[src/rtl/srpPkg.sv]
package srpPkg;
  typedef struct packed {
    logic load;    // capture a new result
    logic shift;   // advance one bit
    logic enable;  // port selected
  } srpStrobe_t;
endpackage

[src/rtl/srpCtrl.sv]
module srpCtrl
  import srpPkg::*;
#(
  parameter int DATA_W      = 16,
  parameter int SYNC_STAGES = 2
) (
  input  logic       clk,
  input  logic       rstN,
  input  logic       convStart,
  input  logic       convDone,
  input  logic       csN,
  input  logic       rdN,
  input  logic       sclkIn,
  input  logic       invClk,
  output srpStrobe_t strobe,
  output logic       busy,
  output logic       readErr
);
  localparam int CNT_W = $clog2(DATA_W + 1);
  localparam logic [CNT_W-1:0] FULL = CNT_W'(DATA_W);

  logic [SYNC_STAGES-1:0] sclkPipe;
  logic                   sclkLast;
  logic                   sclkNow;
  logic                   riseEdge;
  logic                   fallEdge;
  logic                   activeEdge;
  logic                   portOn;
  logic [CNT_W-1:0]       bitCnt;
  logic                   midRead;

  // Synchroniser: the stage count is a parameter.
  generate
    if (SYNC_STAGES == 1) begin : g_sync1
      always_ff @(posedge clk) begin
        if (!rstN) sclkPipe <= '0;
        else       sclkPipe <= sclkIn;
      end
    end else begin : g_syncN
      always_ff @(posedge clk) begin
        if (!rstN) sclkPipe <= '0;
        else       sclkPipe <= {sclkPipe[SYNC_STAGES-2:0], sclkIn};
      end
    end
  endgenerate

  assign sclkNow = sclkPipe[SYNC_STAGES-1];

  always_ff @(posedge clk) begin
    if (!rstN) sclkLast <= 1'b0;
    else       sclkLast <= sclkNow;
  end

  assign riseEdge   = sclkNow & ~sclkLast;
  assign fallEdge   = ~sclkNow & sclkLast;
  assign activeEdge = invClk ? fallEdge : riseEdge;
  assign portOn     = ~csN & ~rdN;

  always_comb begin
    strobe.load   = convDone;
    strobe.shift  = activeEdge & portOn & ~convDone;
    strobe.enable = portOn;
  end

  // Read progress, saturating once the local word is out.
  always_ff @(posedge clk) begin
    if (!rstN)                             bitCnt <= '0;
    else if (strobe.load)                  bitCnt <= '0;
    else if (strobe.shift && bitCnt != FULL) bitCnt <= bitCnt + 1'b1;
  end

  assign midRead = (bitCnt != '0) && (bitCnt != FULL);

  always_ff @(posedge clk) begin
    if (!rstN) begin
      busy    <= 1'b0;
      readErr <= 1'b0;
    end else begin
      readErr <= convDone & midRead;
      if (convDone)       busy <= 1'b0;
      else if (convStart) busy <= 1'b1;
    end
  end
endmodule

[src/rtl/srpData.sv]
module srpData
  import srpPkg::*;
#(
  parameter int DATA_W = 16
) (
  input  logic              clk,
  input  logic              rstN,
  input  srpStrobe_t        strobe,
  input  logic [DATA_W-1:0] convResult,
  input  logic              fmtOffset,
  input  logic              sdIn,
  output logic              sdOut,
  output logic              sdOe
);
  localparam int MSB = DATA_W - 1;

  logic [DATA_W-1:0] shiftReg;
  logic [DATA_W-1:0] coded;

  // Offset binary: flip the sign bit of the two's complement value.
  assign coded = fmtOffset ? {~convResult[MSB], convResult[MSB-1:0]} : convResult;

  always_ff @(posedge clk) begin
    if (!rstN)             shiftReg <= '0;
    else if (strobe.load)  shiftReg <= coded;
    else if (strobe.shift) shiftReg <= {shiftReg[MSB-1:0], sdIn};
  end

  assign sdOut = strobe.enable & shiftReg[MSB];
  assign sdOe  = strobe.enable;
endmodule

[src/rtl/slaveReadoutPort.sv]
module slaveReadoutPort
  import srpPkg::*;
#(
  parameter int DATA_W      = 16,
  parameter int SYNC_STAGES = 2
) (
  input  logic              clk,
  input  logic              rstN,
  input  logic              convStart,
  input  logic              convDone,
  input  logic [DATA_W-1:0] convResult,
  input  logic              fmtOffset,
  input  logic              csN,
  input  logic              rdN,
  input  logic              sclkIn,
  input  logic              invClk,
  input  logic              sdIn,
  output logic              sdOut,
  output logic              sdOe,
  output logic              busy,
  output logic              readErr
);
  srpStrobe_t strobe;

  srpCtrl #(.DATA_W(DATA_W), .SYNC_STAGES(SYNC_STAGES)) u_ctrl (
    .clk(clk), .rstN(rstN), .convStart(convStart), .convDone(convDone),
    .csN(csN), .rdN(rdN), .sclkIn(sclkIn), .invClk(invClk),
    .strobe(strobe), .busy(busy), .readErr(readErr)
  );

  srpData #(.DATA_W(DATA_W)) u_data (
    .clk(clk), .rstN(rstN), .strobe(strobe), .convResult(convResult),
    .fmtOffset(fmtOffset), .sdIn(sdIn), .sdOut(sdOut), .sdOe(sdOe)
  );
endmodule

[config.mk]
export PLATFORM = sky130hd
export DESIGN_NAME = slaveReadoutPort
export DESIGN_NICKNAME = d
export VERILOG_FILES = /design/src/rtl/srpPkg.sv /design/src/rtl/srpCtrl.sv /design/src/rtl/srpData.sv /design/src/rtl/slaveReadoutPort.sv
export SDC_FILE = /design/constraint.sdc
export NUM_CORES = 1
export LEC_CHECK = 0
export ABC_AREA = 1
export BUFFER_PORTS_ARGS = -buffer_cell sky130_fd_sc_hd__buf_2
export CAP_MARGIN = 10
export CORE_UTILIZATION = 57
export DETAILED_ROUTE_END_ITERATION = 6
export PLACE_DENSITY = 0.9
export SLEW_MARGIN = 10
export SYNTH_ARGS = -nofsm -noshare
export SYNTH_HDL_FRONTEND = slang
export SYNTH_SLANG_ARGS = --single-unit
[constraint.sdc]
create_clock -name clk -period 3.35 [get_ports clk]
set_clock_uncertainty 0.2 [all_clocks]
set_input_delay 0.67 -clock clk [delete_from_list [all_inputs] [get_ports clk]]
set_output_delay 0.67 -clock clk [all_outputs]
set_load 0.02 [all_outputs]
==> reports/metrics.cfg, run 1 <==
[detailed_routing]
vias=1253
dr.pass1.iters=4
wl_per_cell_um=10.6
postRouteAntennaNets=0
first_iter_violations=20
drc=0
wirelength_um=2640
viasPerCell=5.03

[placement]
pre_cts_ws_ns=1.17
numPortBuffers=29
gp_congestion=0.829
place_area_um2=1510
dp_hpwl_um=1790

[critical_path]
setup.worst_path.start_class=input port
cp_max_fo=4
crit_required_ns=2.48
crit_slowest_cell=nor2_2
critPathArrivalTime_ns=1.23
cp_common_cell=buf_2
setup.worst_path.end_class=primary output
cp_num_buf_inv=2
crit_type=input port to primary output
startpoint=rdN
crit_family=buffers and inverters
max_stage_delay_ns=0.23
path_cells=buf_2, nor2_2, buf_2
rr_startpoint=u_ctrl.sclkPipe[1]

[grt]
grt-ovfl-total=0
grt_pass1_wl_um=4410
grt_max_degree=40
antenna_found_initial=0
grt_pass1_vias=1061
grt_usage_pct=22.5

[logic_synthesis]
seq_area_frac_synth_pct=37.6
ys.warnings.count=0
synthFlopType=dfxtp_1
synth-edff-count=0
syn_area_um2=1390
synth_cell_type_count=25
avgSynthCellArea_um2=7.07
synth_nets=224
postSynthCellCount=196
ys_ff_latch=26
synth-async-reset-ratio_pct=0

[timing]
finalCriticalPeriod_ns=2.10
setup_viol=0
slew_viol_final=0
relSlewSlack_pct=59.8
final_hold_viol_count=0
fmax_mhz=477
fin_setup_tns_ns=0
fin_ws_ns=1.25
rsz0062_at_grt=no
period_share_pct=62.6
tightest_slew_ns=0.601

[clock_tree]
clk_latency_ns=0.33
post-cts-setup-buffers=0
htreeDepth=1
cts_buffers=3
hold_buffers=0
cts-root-buf=clkbuf_4
cts_resized=0
numClockSinks=26
cts_tree=yes
clk_pin_slew_ns=0.15
cts.path.max_buffers=2

[cells_and_area]
layout_commonest_cell=nand2_1
utilization_pct=69.1
drive_gt1_share_pct=28.5
mostFrequentLayoutCells=nand2_1 (63), buf_2 (29), dfxtp_1 (26), nor2_1 (19), nand3_1 (17)
fin_nets=250
antenna_cells=0
syn_to_final_growth_pct=12.6
final_area_um2=1560

[pwr]
leakagePower_uw=0.000720
powerDensity_nw_per_um2=409
ir_worst_vdd_v=0.000418
finalPower_uw=637

[status]
status=finished clean

[die]
row_count=17
core-area_um2=2250
start_util_pct=61.4
io_pins=30
fp.dieW_um=51.3
die_height_um=51.3
die_area_um2=2630

[run]
cap_violations=0

[hold_path]
hp-start=u_ctrl.sclkPipe[0]
hp-class=register to register

## flip-flops by register name, summed over array words and instances, names as in the netlist
signal           cells
u_ctrl.busy          1
u_ctrl.sclkPipe      2
u_data.shiftReg     16
u_ctrl.bitCnt        5
u_ctrl.readErr       1
u_ctrl.sclkLast      1
## power breakdown
group / switching [uW] / internal (uW) / leakage [uW]
Combinational: 54.2 / 34.4 / 0.000480
Clock: 99.3 / 121 / 0.0000279
Sequential: 6.39 / 322 / 0.000212
Total: 160 / 477 / 0.000720
## Yosys cell counts (3+ instances only)
cell type / number / share of area, %
nand4_1: 5 / 2.3
buf_4: 3 / 1.6
dfxtp_1: 26 / 38
a21oi_1: 8 / 2.9
a21oi_2: 10 / 6.3
inv_1: 12 / 3.3
nor2_1: 19 / 5.1
buf_2: 4 / 1.4
nand3_1: 17 / 6.1
nand2_2: 11 / 5.0
nand2_1: 63 / 17
## layer usage
layer	share of wire [%]	vias to the layer above	wire, um	GRT usage [%]
li1	-	673	-	-
met1	47	553	1230	27.3
met2	48	22	1280	37.3
met3	3.6	5	95	6.25
met4	1.3	0	35	9.01
met5	0	-	0	0
## layout make-up
cell class	count	area, um^2
Sequential cell	26	520
Tap cell	28	35.0
Fill cell	225	696
Timing Repair Buffer	30	153
Clock inverter	1	30.0
Multi-Input combinational cell	146	742
Clock buffer	3	22.5
Inverter	15	56.3
## cell families after synthesis
family,Yosys count,synth area share (%)
buffers and inverters,24,8.85
XOR/XNOR,1,0.632
AO/OA/AOI/OAI,21,10.7
flip-flops,26,37.6
adder cells (fa/ha/maj),2,1.81
AND/OR/NAND/NOR,122,40.4
## worst reg2reg max path: cells and delay by family (launching register included)
kind | cells | cell delay [ns]
buffers and inverters | 1 | 0.06
and+or+nand+nor | 2 | 0.51
AOI/OAI and AO/OA | 3 | 0.45
DFF | 1 | 0.37
## per-stage QoR
stage                     std cells  hold WS, ns
after floorplan                 196        0.190
after global placement          245        0.195
after detailed placement        245        0.201
after CTS                       249        0.227
after global routing            249        0.265
final                           249        0.223
## final timing paths
path / endpoint / cells past startpoint / slack, ns
setup / recovery: sdOe / 3 / 1.25
hold / removal: u_ctrl.sclkPipe[1] / 2 / 0.22
setup reg to reg: u_data.shiftReg[15] / 6 / 1.72
hold reg to reg: u_ctrl.sclkPipe[1] / 2 / 0.22
(Power assumes the default switching activity.)
==> inputs of run 2 (changes only) <==
Settings changed: CORE_UTILIZATION 57 to 53, PLACE_DENSITY 0.9 to 0.85.
Clock period 3.35 ns to 2.2 ns, I/O delays scaled along.
==> reports/metrics.cfg, run 2 (same netlist as run 1, synthesis figures left out) <==
[status]
status=finished clean  ; unchanged

[timing]
final_hold_viol_count=0  ; unchanged
tightest_slew_ns=0.373  ; was 0.601 ns
relSlewSlack_pct=75.1  ; was 59.8%
holdWs_ns=0.0930  ; was 0.223 ns
rsz0062_at_grt=no  ; unchanged
period_share_pct=76.6
finalCriticalPeriod_ns=1.68
slew_viol_final=0  ; unchanged
fin_setup_tns_ns=0  ; unchanged
fmax_mhz=594
setup_viol=0  ; unchanged

[pwr]
switchingPower_uw=234  ; was 160 uW
pwr-share-seq_pct=56.7  ; was 51.5%
comb_power_share_pct=16.0  ; was 13.9%
leakagePower_uw=0.000728  ; was 0.000720 uW
swShare_pct=26.5  ; was 25.1%
pwr-share-clk_pct=27.3  ; was 34.6%
internal_power_uw=647  ; was 477 uW
ir_worst_vdd_v=0.000583  ; was 0.000418 V
powerDensity_nw_per_um2=562  ; was 409 nW/um^2

[clock_tree]
cts_buffers=3  ; unchanged
htreeDepth=1  ; unchanged
cts.path.max_buffers=2  ; unchanged
cts-root-buf=clkbuf_4  ; unchanged
numClockSinks=26  ; unchanged
cts_resized=0  ; unchanged
clk_pin_slew_ns=0.14  ; was 0.15 ns
clk_latency_ns=0.32  ; was 0.33 ns
hold_buffers=0  ; unchanged
post-cts-setup-buffers=0  ; unchanged
cts_tree=yes  ; unchanged

[die]
core-area_um2=2480  ; was 2250 um^2
die_area_um2=2820  ; was 2630 um^2
row_count=18  ; was 17
start_util_pct=55.9  ; was 61.4%
fp.dieW_um=53.1  ; was 51.3 um
io_pins=30  ; unchanged
die_height_um=53.1  ; was 51.3 um

[detailed_routing]
wirelength_um=2650  ; was 2640 um
first_iter_violations=32  ; was 20
wl_per_cell_um=10.4  ; was 10.6 um
postRouteAntennaNets=0  ; unchanged
drc=0  ; unchanged
vias=1290  ; was 1,253
viasPerCell=5.08  ; was 5.03
dr.pass1.iters=4  ; unchanged

[cells_and_area]
fin_nets=253  ; was 250
stdcell_count=254  ; was 249
layout_commonest_cell=nand2_1  ; unchanged
antenna_cells=0  ; unchanged
top_regs=u_data.shiftReg (16), u_ctrl.bitCnt (5), u_ctrl.sclkPipe (2)  ; unchanged
regMostFlops=u_data.shiftReg  ; unchanged
nFillCells=245  ; was 225
largest_reg_flops=16  ; unchanged
syn_to_final_growth_pct=13.2  ; was 12.6%
drive_gt1_share_pct=29.5  ; was 28.5%
mostFrequentLayoutCells=nand2_1 (63), buf_2 (29), dfxtp_1 (26), nor2_1 (19), nand3_1 (17)  ; unchanged

[critical_path]
setup.worst_path.start_class=register  ; was input port
crit_type=register to primary output  ; was input port to primary output
crit_required_ns=1.56  ; was 2.48 ns
critPathArrivalTime_ns=1.04  ; was 1.23 ns
ff2ff_path_depth=6  ; unchanged
setup.worst_path.end_class=primary output  ; unchanged
cp_max_fo=2  ; was 4

[grt]
grt_pass1_vias=1169  ; was 1,061
antenna_found_initial=0  ; unchanged
grt_max_degree=22  ; was 40
grt_pass1_wl_um=4520  ; was 4410 um
grt_usage_pct=21.7  ; was 22.5%
grt-ovfl-total=0  ; unchanged

[placement]
dp_cells=250  ; was 245
gp_congestion=0.747  ; was 0.829
dp_hpwl_um=1880  ; was 1790 um
numPortBuffers=29  ; unchanged

[hold_path]
whs_path_depth=3  ; was 2
hp-class=input port to register  ; was register to register

[run]
cap_violations=0  ; unchanged

-- run 2: per-layer routing --
layer / up-vias / track usage, % / wire length (um)
li1: 680 / - / -
met1: 582 / 23.7 / 1240
met2: 26 / 40.7 / 1300
met3: 2 / 6.32 / 97
met4: 0 / 4.82 / 15
met5: - / 0 / 0
-- run 2: cell type report --
class,count,area (um^2),share of cell area [%]
Tap cell,30,37.5,2.39
Clock buffer,4,36.3,2.31
Timing Repair Buffer,33,175,11.2
Multi-Input combinational cell,146,742,47.3
Sequential cell,26,520,33.2
Inverter,15,56.3,3.59
-- run 2: final timing paths --
kind / startpoint / to / slack [ns]
worst max-delay path: u_data.shiftReg[15] / sdOut / 0.52
worst min-delay path: sclkIn / u_ctrl.sclkPipe[0] / 0.09
worst max register to register: u_ctrl.sclkPipe[1] / u_data.shiftReg[15] / 0.54
worst min register to register: u_ctrl.sclkPipe[0] / u_ctrl.sclkPipe[1] / 0.23
-- run 2: worst max-delay path: stages (launching register included) --
cell and delay, ns:
dfxtp_1 0.37, nor3b_1 0.17, buf_2 0.19
-- run 2: power by group through the flow --
stage                     combinational [uW]  clock [uW]  sequential (uW)
after floorplan                          104           0              509
after global placement                   137           0              509
after detailed placement                 141           0              509
after CTS                                141         247              499
after global routing                     160         268              501
final                                    141         240              499
-- run 2: stage by stage --
step | power [uW] | util, % | cell area (um^2) | setup slack [ns]
4_1_cts | 887 | 63.3 | 1570 | 0.496
6_report | 880 | 63.3 | 1570 | 0.515
3_3_place_gp | 646 | 61.8 | 1530 | 0.418
5_1_grt | 929 | 63.3 | 1570 | 0.397
3_5_place_dp | 650 | 61.8 | 1530 | 0.370
2_1_floorplan | 612 | - | 1390 | 0.591
==> inputs of run 3 (changes only) <==
Clock period 2.2 ns to 1.7 ns, I/O delays scaled along.
==> reports/metrics.cfg, run 3 (same netlist as run 1, synthesis figures left out) <==
[clock_tree]
post-cts-setup-buffers=0  ; unchanged
numClockSinks=26  ; unchanged
clk_latency_ns=0.31  ; was 0.32 ns
cts_resized=0  ; unchanged
clk_pin_slew_ns=0.13  ; was 0.14 ns
cts_tree=yes  ; unchanged
cts.path.max_buffers=2  ; unchanged
cts_buffers=3  ; unchanged
hold_buffers=0  ; unchanged
cts-root-buf=clkbuf_4  ; unchanged
htreeDepth=1  ; unchanged

[pwr]
internal_power_uw=839  ; was 647 uW
swShare_pct=26.2  ; was 26.5%
ir_worst_vdd_v=0.000418  ; was 0.000583 V
comb_power_share_pct=16.1  ; was 16.0%
finalPower_uw=1140  ; was 880 uW
powerDensity_nw_per_um2=719  ; was 562 nW/um^2
switchingPower_uw=299  ; was 234 uW
leakagePower_uw=0.000737  ; was 0.000728 uW
pwr-share-seq_pct=56.8  ; was 56.7%
pwr-share-clk_pct=27.1  ; was 27.3%

[placement]
place_area_um2=1550  ; was 1530 um^2
pre_cts_ws_ns=0.0924  ; was 0.370 ns
numPortBuffers=29  ; unchanged
dp_hpwl_um=1910  ; was 1880 um
gp_congestion=0.769  ; was 0.747

[grt]
top_usage_layer=met2  ; unchanged
met3_usage_pct=2.59  ; was 6.32%
grt_use_met2_pct=38.6  ; was 40.7%
grt_usage_pct=20.5  ; was 21.7%
use_met1_pct=23.4  ; was 23.7%
grt_max_degree=19  ; was 22
grt_pass1_vias=1073  ; was 1,169
antenna_found_initial=0  ; unchanged
grt_pass1_wl_um=4270  ; was 4520 um
grt-ovfl-total=0  ; unchanged

[detailed_routing]
first_iter_violations=25  ; was 32
postRouteAntennaNets=0  ; unchanged
wirelength_um=2600  ; was 2650 um
vias=1245  ; was 1,290
drc=0  ; unchanged
dr.pass1.iters=4  ; unchanged
viasPerCell=4.86  ; was 5.08
wl_per_cell_um=10.1  ; was 10.4 um

[timing]
tightest_slew_ns=0.332  ; was 0.373 ns
fin_ws_ns=0.122  ; was 0.515 ns
finalCriticalPeriod_ns=1.58
final_hold_viol_count=0  ; unchanged
slew_viol_final=0  ; unchanged
relSlewSlack_pct=77.8  ; was 75.1%
period_share_pct=92.8
setup_viol=0  ; unchanged
fmax_mhz=634
rsz0062_at_grt=no  ; unchanged
fin_setup_tns_ns=0  ; unchanged

[critical_path]
critPathArrivalTime_ns=1.04  ; about the same
startpoint=u_data.shiftReg[15]  ; unchanged
rr_startpoint=u_ctrl.sclkPipe[1]  ; unchanged
setup.worst_path.start_class=register  ; unchanged
setup.worst_path.end_class=primary output  ; unchanged
crit_type=register to primary output  ; unchanged
cp_max_fo=2  ; unchanged
crit_required_ns=1.16  ; was 1.56 ns

[die]
core-area_um2=2480  ; unchanged
fp.dieW_um=53.1  ; unchanged
start_util_pct=55.9  ; unchanged
die_area_um2=2820  ; unchanged
row_count=18  ; unchanged
die_height_um=53.1  ; unchanged
io_pins=30  ; unchanged

[cells_and_area]
nFillCells=227  ; was 245
fin_nets=255  ; was 253
antenna_cells=0  ; unchanged
mostFrequentLayoutCells=nand2_1 (63), buf_2 (29), dfxtp_1 (26), nor2_1 (19), nand3_1 (17)  ; unchanged
final_area_um2=1580  ; was 1570 um^2
layout_commonest_cell=nand2_1  ; unchanged
drive_gt1_share_pct=30.1  ; was 29.5%
top_regs=u_data.shiftReg (16), u_ctrl.bitCnt (5), u_ctrl.sclkPipe (2)  ; unchanged
utilization_pct=63.9  ; was 63.3%
regMostFlops=u_data.shiftReg  ; unchanged
largest_reg_flops=16  ; unchanged
syn_to_final_growth_pct=14.3  ; was 13.2%

[hold_path]
hp-start=sclkIn  ; unchanged
hp-class=input port to register  ; unchanged

[status]
status=finished clean  ; unchanged

[run]
cap_violations=0  ; unchanged

## run 3: cell count changes in the layout (fill, tap and decap cells not counted), sizes merged
cell | before | now
buf | 33 | 35
## run 3: worst paths after layout
| path | slack [ns] | endpoint | cells past startpoint |
|---|---|---|---|
| setup / recovery | 0.12 | sdOut | 2 |
| hold reg to reg | 0.23 | u_ctrl.sclkPipe[1] | 2 |
| setup reg to reg | 0.15 | u_data.shiftReg[15] | 6 |
| hold / removal | 0.01 | u_ctrl.sclkPipe[0] | 3 |
## run 3: through the flow
step	instances	hold WS, ns
final	256	0.0107
after global routing	256	0.0120
after detailed placement	252	0.209
after global placement	252	0.195
after floorplan	196	0.190
after CTS	256	0.00635
## run 3: final cells by class
type	count	area [um^2]	area share, %
timing repair buffer	35	190	12.0
sequential	26	520	32.9
tap	30	37.5	2.37
inverter	15	56.3	3.56
clock buffer	4	36.3	2.29
multi-input combinational	146	742	46.9
## run 3: layer usage
metal | vias to the layer above | routed length, um
met3 | 2 | 96
met4 | 0 | 17
li1 | 681 | -
met2 | 26 | 1270
met5 | - | 0
met1 | 536 | 1210
## run 3: power groups by stage
stage	Combinational (uW)	Clock (uW)	Sequential [uW]
3_5_place_dp	184	0	659
5_1_grt	205	336	650
2_1_floorplan	134	0	658
6_report	183	308	646
3_3_place_gp	180	0	659
4_1_cts	184	316	646
## run 3: worst max-delay path, cell delays in order (launching register included)
cell and delay [ns]:
dfxtp_1 0.36, nor3b_1 0.18, buf_2 0.19
